$ cat src/rtl/qbar_pkg.sv
package qbar_pkg;

  typedef enum logic [2:0] {
    RG_NONE,
    RG_COMMON,
    RG_ISR,
    RG_DEVICE,
    RG_DOORBELL
  } region_e;

  localparam logic [31:0] ISR_BASE    = 32'h0000_1000;
  localparam logic [31:0] DEV_BASE    = 32'h0000_2000;
  localparam logic [31:0] BELL_BASE   = 32'h0000_3000;
  localparam int unsigned BELL_SHIFT  = 16;

  // Region selection from a zero-extended offset.
  function automatic region_e region_of(input logic [31:0] a, input int unsigned max_q);
    if (a < ISR_BASE)       return RG_COMMON;
    else if (a < DEV_BASE)  return RG_ISR;
    else if (a < BELL_BASE) return RG_DEVICE;
    else if (((a - BELL_BASE) >> BELL_SHIFT) < max_q) return RG_DOORBELL;
    else return RG_NONE;
  endfunction

  // Queue number addressed by a doorbell offset.
  function automatic logic [31:0] bell_queue(input logic [31:0] a);
    return (a - BELL_BASE) >> BELL_SHIFT;
  endfunction

  // Byte-lane mask for a size code.
  function automatic logic [31:0] size_mask(input logic [1:0] sz);
    case (sz)
      2'd0:    return 32'h0000_00FF;
      2'd1:    return 32'h0000_FFFF;
      default: return 32'hFFFF_FFFF;
    endcase
  endfunction

endpackage

$ cat src/rtl/qbar_decode.sv
module qbar_decode
  import qbar_pkg::*;
#(
  parameter int unsigned ADDR_W = 20,
  parameter int unsigned MAX_Q  = 4,
  localparam int unsigned QW    = (MAX_Q > 1) ? $clog2(MAX_Q) : 1
) (
  input  logic [ADDR_W-1:0] addr,
  output region_e           rg,
  output logic [QW-1:0]     qidx
);
  logic [31:0] addr32;
  assign addr32 = 32'(addr);
  assign rg     = region_of(addr32, MAX_Q);
  assign qidx   = QW'(bell_queue(addr32));
endmodule

$ cat src/rtl/qbar_isr.sv
module qbar_isr (
  input  logic       clk,
  input  logic       rst_n,
  input  logic       q_evt,
  input  logic       cfg_evt,
  input  logic       rd_clr,
  output logic [1:0] isr,
  output logic       irq
);
  logic [1:0] set_bits;
  assign set_bits = {cfg_evt, q_evt};

  always_ff @(posedge clk or negedge rst_n) begin
    if (!rst_n)      isr <= 2'b00;
    else if (rd_clr) isr <= set_bits;          // new events survive the clear
    else             isr <= isr | set_bits;
  end

  assign irq = |isr;

  a_r6_queue_sets: assert property (@(posedge clk) disable iff (!rst_n)
    q_evt |=> isr[0] && irq);
  a_r6_cfg_sets: assert property (@(posedge clk) disable iff (!rst_n)
    cfg_evt |=> isr[1] && irq);
  a_r7_read_clears: assert property (@(posedge clk) disable iff (!rst_n)
    (rd_clr && !q_evt && !cfg_evt) |=> (isr == 2'b00) && !irq);
  a_r8_set_wins: assert property (@(posedge clk) disable iff (!rst_n)
    (rd_clr && (q_evt || cfg_evt)) |=> irq);
endmodule

$ cat src/rtl/qbar_doorbell.sv
module qbar_doorbell #(
  parameter int unsigned QW = 2
) (
  input  logic          clk,
  input  logic          rst_n,
  input  logic          fire,
  input  logic [QW-1:0] qin,
  output logic          ntf_valid,
  output logic [QW-1:0] ntf_queue
);
  always_ff @(posedge clk or negedge rst_n) begin
    if (!rst_n) begin
      ntf_valid <= 1'b0;
      ntf_queue <= '0;
    end else begin
      ntf_valid <= fire;
      if (fire) ntf_queue <= qin;
    end
  end

  a_r4_notify_next: assert property (@(posedge clk) disable iff (!rst_n)
    fire |=> ntf_valid && (ntf_queue == $past(qin)));
  a_r4_no_spurious: assert property (@(posedge clk) disable iff (!rst_n)
    !fire |=> !ntf_valid);
endmodule

$ cat src/rtl/qbar_router.sv
module qbar_router
  import qbar_pkg::*;
#(
  parameter int unsigned ADDR_W = 20,
  parameter int unsigned MAX_Q  = 4,
  localparam int unsigned QW    = (MAX_Q > 1) ? $clog2(MAX_Q) : 1
) (
  input  logic              clk,
  input  logic              rst_n,
  input  logic              req,
  input  logic              req_wr,
  input  logic [ADDR_W-1:0] req_addr,
  input  logic [1:0]        req_size,
  input  logic [31:0]       req_wdata,
  output logic              rsp_valid,
  output logic [31:0]       rsp_rdata,
  output logic              cmn_req,
  output logic              cmn_wr,
  output logic [11:0]       cmn_off,
  output logic [1:0]        cmn_size,
  output logic [31:0]       cmn_wdata,
  input  logic [31:0]       cmn_rdata,
  output logic              dev_req,
  output logic              dev_wr,
  output logic [11:0]       dev_off,
  output logic [1:0]        dev_size,
  output logic [31:0]       dev_wdata,
  input  logic [31:0]       dev_rdata,
  input  logic              q_irq_evt,
  input  logic              cfg_irq_evt,
  output logic              irq,
  output logic              ntf_valid,
  output logic [QW-1:0]     ntf_queue
);
  region_e     rg;
  logic [QW-1:0] qidx;
  logic [1:0]  isr_val;
  logic [31:0] lane_mask;
  logic [31:0] wdata_m;
  logic [31:0] rd_sel;
  logic        rd_hit;
  logic        isr_rd_clr;
  logic        bell_fire;

  qbar_decode #(.ADDR_W(ADDR_W), .MAX_Q(MAX_Q)) u_dec (
    .addr (req_addr),
    .rg   (rg),
    .qidx (qidx)
  );

  assign lane_mask  = size_mask(req_size);
  assign wdata_m    = req_wdata & lane_mask;
  assign rd_hit     = req && !req_wr;
  assign isr_rd_clr = rd_hit && (rg == RG_ISR);
  assign bell_fire  = req && req_wr && (rg == RG_DOORBELL);

  // Forwarded side ports.
  assign cmn_req   = req && (rg == RG_COMMON);
  assign cmn_wr    = req_wr;
  assign cmn_off   = req_addr[11:0];
  assign cmn_size  = req_size;
  assign cmn_wdata = wdata_m;
  assign dev_req   = req && (rg == RG_DEVICE);
  assign dev_wr    = req_wr;
  assign dev_off   = req_addr[11:0];
  assign dev_size  = req_size;
  assign dev_wdata = wdata_m;

  qbar_isr u_isr (
    .clk     (clk),
    .rst_n   (rst_n),
    .q_evt   (q_irq_evt),
    .cfg_evt (cfg_irq_evt),
    .rd_clr  (isr_rd_clr),
    .isr     (isr_val),
    .irq     (irq)
  );

  qbar_doorbell #(.QW(QW)) u_bell (
    .clk       (clk),
    .rst_n     (rst_n),
    .fire      (bell_fire),
    .qin       (qidx),
    .ntf_valid (ntf_valid),
    .ntf_queue (ntf_queue)
  );

  always_comb begin
    case (rg)
      RG_COMMON: rd_sel = cmn_rdata;
      RG_ISR:    rd_sel = {30'b0, isr_val};
      RG_DEVICE: rd_sel = dev_rdata;
      default:   rd_sel = 32'b0;
    endcase
  end

  always_ff @(posedge clk or negedge rst_n) begin
    if (!rst_n) begin
      rsp_valid <= 1'b0;
      rsp_rdata <= 32'b0;
    end else begin
      rsp_valid <= rd_hit;
      rsp_rdata <= rd_hit ? (rd_sel & lane_mask) : 32'b0;
    end
  end

  a_r11_one_side: assert property (@(posedge clk) disable iff (!rst_n)
    $onehot0({cmn_req, dev_req}) && ((cmn_req || dev_req) -> req));
  a_r3_rsp_one_cycle: assert property (@(posedge clk) disable iff (!rst_n)
    rd_hit |=> rsp_valid);
  a_r5_bell_read_zero: assert property (@(posedge clk) disable iff (!rst_n)
    (rd_hit && rg == RG_DOORBELL) |=> (rsp_rdata == 32'b0) && !ntf_valid);
  a_r10_none_read_zero: assert property (@(posedge clk) disable iff (!rst_n)
    (req && rg == RG_NONE) |=> (rsp_rdata == 32'b0) && !ntf_valid);
  a_r9_isr_write_inert: assert property (@(posedge clk) disable iff (!rst_n)
    (req && req_wr && rg == RG_ISR && !q_irq_evt && !cfg_irq_evt) |=> $stable(isr_val));
endmodule

$ cat config.mk
export PLATFORM = sky130hd
export DESIGN_NAME = qbar_router
export DESIGN_NICKNAME = d
export VERILOG_FILES = /design/src/rtl/qbar_pkg.sv /design/src/rtl/qbar_decode.sv /design/src/rtl/qbar_isr.sv /design/src/rtl/qbar_doorbell.sv /design/src/rtl/qbar_router.sv
export SDC_FILE = /design/constraint.sdc
export NUM_CORES = 1
export LEC_CHECK = 0
export CORE_AREA = 2 2 98 100
export DETAILED_ROUTE_END_ITERATION = 7
export DIE_AREA = 0 0 100 102
export PLACE_DENSITY = 0.85
export SYNTH_ARGS = -nofsm -noshare
export SYNTH_HDL_FRONTEND = slang
export SYNTH_HIERARCHICAL = 1
export SYNTH_SLANG_ARGS = --single-unit
$ cat constraint.sdc
create_clock -name clk -period 6 [get_ports clk]
set_clock_uncertainty 0.15 [all_clocks]
set_input_delay 1.2 -clock clk [delete_from_list [all_inputs] [get_ports clk]]
set_output_delay 1.2 -clock clk [all_outputs]
set_load 0.01 [all_outputs]
After elaboration in Yosys (flattened, before gate mapping). Cells that the tools add are included.

Memories: 0. Bits in latches: 0. Output and inout port bits: 133. ROM bits: 0. Memory bits (writable): 0. Bits in registers: 38.

Bitwise operators: 3. Order comparisons: 4. Div/mod/pow operators: 0. Shift operators: 0. Equal/unequal tests: 5. Add/sub/neg operators: 1. Multiplexer cells: 8. Multiply operators: 0. Reduce and logical (&&, ||, !) cells: 9.

Operators by type and width (number): $pmux W32 S3 (1); $and A32 B32 Y32 (2); $pmux W32 S2 (1); $lt A20 B14 Y1 const B (2); $mux W32 (1); $sub A20 B14 Y21 const B (1); $lt A20 B13 Y1 const B (1); $lt A16 B3 Y1 const B (1); $mux W3 (4); $eq A3 B2 Y1 const B (2); $logic_and A1 B1 Y1 (6); $eq A3 B1 Y1 const B (1); $eq A3 B3 Y1 const B (1); $eq A2 B1 Y1 const B (1); $logic_not A2 Y1 (1); $mux W2 (1); $or A2 B2 Y2 (1); $reduce_or A2 Y1 (1); $logic_not A1 Y1 (1).

Logic depth before layout (Yosys ltp).
Word-level depth: 10. Depth in mapped cells: 9.

Modules after synthesis. Netlist, hierarchy kept.

By module, submodules not included: qbar_router (cells an instance 253, sequential area each 825.8 um^2, area an instance 2598.7 um^2, instances 1); qbar_decode (cells an instance 14, sequential area each 0.0 um^2, area an instance 113.9 um^2, instances 1); qbar_doorbell (cells an instance 5, sequential area each 75.1 um^2, area an instance 97.6 um^2, instances 1); qbar_isr (cells an instance 6, sequential area each 50.0 um^2, area an instance 75.1 um^2, instances 1).

Worst setup path before layout. No wires, ideal clock.

Path type: input-to-output. From: input req_addr[12]. To: output cmn_req. Setup slack: 1.933 ns. Required time: 4.650 ns. Arrival: 2.717 ns. Path buffers: 1. Stages on the path: 6. Cell sequence: a2111oi_4 a21o_2 a21oi_2 nand2b_1 buf_2 nor3b_1.

Longest elaborated chain between the ends: 8.

Ends and longest elaborated chain: start: declaration (line qbar_router.sv:12) `input logic [ADDR_W-1:0] req_addr,`; $sub A20 B14 Y21 (line qbar_pkg.sv:21) `else if (((a - BELL_BASE) >> BELL_SHIFT) < max_q) return RG_DOORBELL;`; $lt A16 B3 Y1 (line qbar_pkg.sv:21); $mux W3 (line qbar_pkg.sv:21); $mux W3 (line qbar_pkg.sv:20) `else if (a < BELL_BASE) return RG_DEVICE;`; $mux W3 (line qbar_pkg.sv:19) `else if (a < DEV_BASE) return RG_ISR;`; $mux W3 (*) (line qbar_pkg.sv:18) `if (a < ISR_BASE) return RG_COMMON;`; via rg[2] (line qbar_router.sv:35) `region_e rg;`; $eq A3 B1 Y1 (*) (line qbar_router.sv:58) `assign cmn_req = req && (rg == RG_COMMON);`; $logic_and A1 B1 Y1 (*) (line qbar_router.sv:58); end: declaration (line qbar_router.sv:17) `output logic cmn_req,`.

Mark *: on every way through the listed nets, which the timed path passes. The rest lies on a longest branch.

Worst setup path after layout. Same ends and word-level chain as after synthesis.

==> results.cfg <==
[final_layout]
finalInstanceArea_um2 = 4550
area_delta_synth_final_pct = 57.7
antenna_cells = 0
fin_util_pct = 49.9
mostFrequentLayoutCell = clkdlybuf4s50_1
nNetsFinal = 522
drive_gt1_share_pct = 11.3
nFillCells = 841
final_cell_mix = clkdlybuf4s50_1, dfrtp_1, nand2_1

[logic_synthesis]
synth-seq-cells = 38
postSynthCellCount = 278
async_flop_share_pct = 100
syn-cell-area_um2 = 2890
ys_warn_count = 6
ys_types = 36
synth_top_area_share_pct = 33.0
yosysSeqAreaShare_pct = 33.0
synth_edf_count = 0
synth.largest_area_cell = dfrtp_1
syn_nets = 402
syn_avg_cell_area_um2 = 10.4
ys_top_cells_by_area = dfrtp_1, buf_4, a2111oi_4
synth-main-ff-cell = dfrtp_1

[global_routing]
grt_pass1_vias = 2493
grt_max_degree = 45
overflow = 0
grt_usage_pct = 16.1
grt_pass1_wl_um = 12900
antenna_found_initial = 0

[clock_network]
cts-resized-gates = 0
clk_pin_slew_ns = 0.07
cts_max_path_buffers = 2
cts_tree = yes
cts_sinks = 38
root_buffer = clkbuf_8
cts_buffers = 5
h-tree-depth = 2
postCtsSetupBuffers = 0
clock_latency_ns = 0.28
postCtsHoldBufs = 0

[setup_path]
r2r_slack_ns = 5.05
r2r-end = rsp_rdata[1]
cp_max_fo = 19
max_stage_delay_ns = 0.52
cp.required_ns = 4.65
start_kind = input port
endpoint_kind = output pin
reg2reg_depth = 2
rr_startpoint = u_isr/isr[1]
cp_slowest_cell = clkdlybuf4s50_1
crit_arrival_ns = 3.63
path_class = input port to output pin
cpMostUsedCell = clkdlybuf4s50_1
crit_path_cell_trace = clkdlybuf4s50_1, a2111oi_4, nand3_2, a21oi_2, nand2b_2, nor3b_1, clkdlybuf4s50_1

[timing]
tns_ns = 0
whs_ns = 0.356
finalCritPeriodShare_pct = 83.0
max_freq_mhz = 201
worst_pin_slew_ns = 0.871
rsz0062_at_grt = no
slew_viol_final = 0
period_minus_slack_ns = 4.98
setup_viol = 0
hold_violations = 0
slew-limit-headroom_pct = 41.9

[drt]
drt_first_pass_iters = 4
drc = 0
dr_total_vias = 2426
drtIter0Drc = 50
ant_nets = 0
wl_per_cell_um = 17.0
wl_um = 8660
post_drt_via_cell_ratio = 4.76

[floorplanning]
dieArea_um2 = 10200
ioPinCount = 257
die_h_um = 102
core_um2 = 9110
die_w_um = 100
num_rows = 35
start_util_pct = 31.7

[run_status]
status = finished, final reports clean

[worst_hold_path]
hold_path_class = register to register
min_to = u_isr/isr[0]
worstHoldStart = u_isr/isr[0]
holdPathStages = 1

[place]
port_buffers = 196
dp_hpwl_um = 6760
dpl_cell_area_um2 = 4410
gp_congestion = 0.769

[pwr]
peakVddDrop_mv = 0.0908
p_total_uw = 705
p_leak_uw = 0.00157
power_density_nw_per_um2 = 155

[flow_run]
drv_cap = 0
## power breakdown
| part | switching, µW | total, µW | internal [µW] |
|---|---|---|---|
| clock | 94.5 | 261 | 167 |
| sequential | 1.87 | 262 | 260 |
| combinational | 67.7 | 182 | 115 |
| total | 164 | 705 | 541 |
## logic make-up (layout without fill, tap and decap cells)
group / count (synthesis) / count (layout) / synth area share [%]
muxes: 4 / 4 / 1.47
xor gates and xnor gates: 3 / 3 / 0.911
buffers and inverters: 90 / 211 / 21.7
AOI/OAI and AO/OA: 42 / 42 / 21.1
and+or+nand+nor: 101 / 101 / 21.9
DFF: 38 / 38 / 33.0
## worst max-delay path, delay by kind of cell
family | cells | cell delay (ns)
AO/OA/AOI/OAI | 2 | 0.98
buffers and inverters | 2 | 1.02
AND/OR/NAND/NOR | 3 | 0.43
## cell usage after synthesis, types with 2 or more instances
library cell  number
buf_4             70
dfrtp_1           38
nand2_1           24
nand2b_1          23
and2_1            16
a2111oi_4         11
a211oi_1          11
a2111oi_2          9
buf_2              9
nor2b_1            9
nand4b_1           8
clkbuf_1           6
nand4bb_1          6
nor2_1             5
a2111oi_1          3
a21o_1             2
a21oi_1            2
buf_6              2
inv_1              2
mux2_2             2
mux2i_1            2
nor3b_1            2
or4bb_1            2
xnor2_1            2
## final cells by class
class	instances	area (µm²)	share of cell area, %
Sequential cell	38	951	20.9
Multi-Input combinational cell	150	1320	29.0
Timing Repair Buffer	201	1990	43.8
Clock buffer	5	68.8	1.51
Tap cell	111	139	3.05
Clock inverter	3	68.8	1.51
Inverter	2	7.51	0.165
## state kept, by name, indices dropped and copies added, names as in the netlist
name              cells
u_bell/ntf_queue      2
u_bell/ntf_valid      1
u_isr/isr             2
rsp_valid             1
rsp_rdata            32
## layer usage
| layer | vias to the layer above | share of wire (%) | track usage (%) |
|---|---|---|---|
| met5 | - | 0 | 0 |
| met4 | 0 | 2.2 | 5.06 |
| met3 | 26 | 7.1 | 4.31 |
| met2 | 103 | 51 | 28.9 |
| met1 | 1159 | 39 | 18.7 |
| li1 | 1138 | - | - |
## per-stage QoR
step | worst slack [ns] | std cells
final | 1.02 | 510
after global routing | 0.821 | 510
after CTS | 1.01 | 510
after detailed placement | 1.02 | 502
after global placement | 1.13 | 502
after floorplan | 1.93 | 278
## worst max path at each step
stage	from	end	slack (ns)
5_1_grt	req_addr[12]	cmn_req	0.82
2_1_floorplan	req_addr[12]	cmn_req	1.93
6_report	req_addr[12]	cmn_req	1.02
3_5_place_dp	req_addr[12]	cmn_req	1.02
4_1_cts	req_addr[12]	cmn_req	1.01
3_3_place_gp	req_addr[12]	cmn_req	1.13
Power figures use the tool's default switching activity.
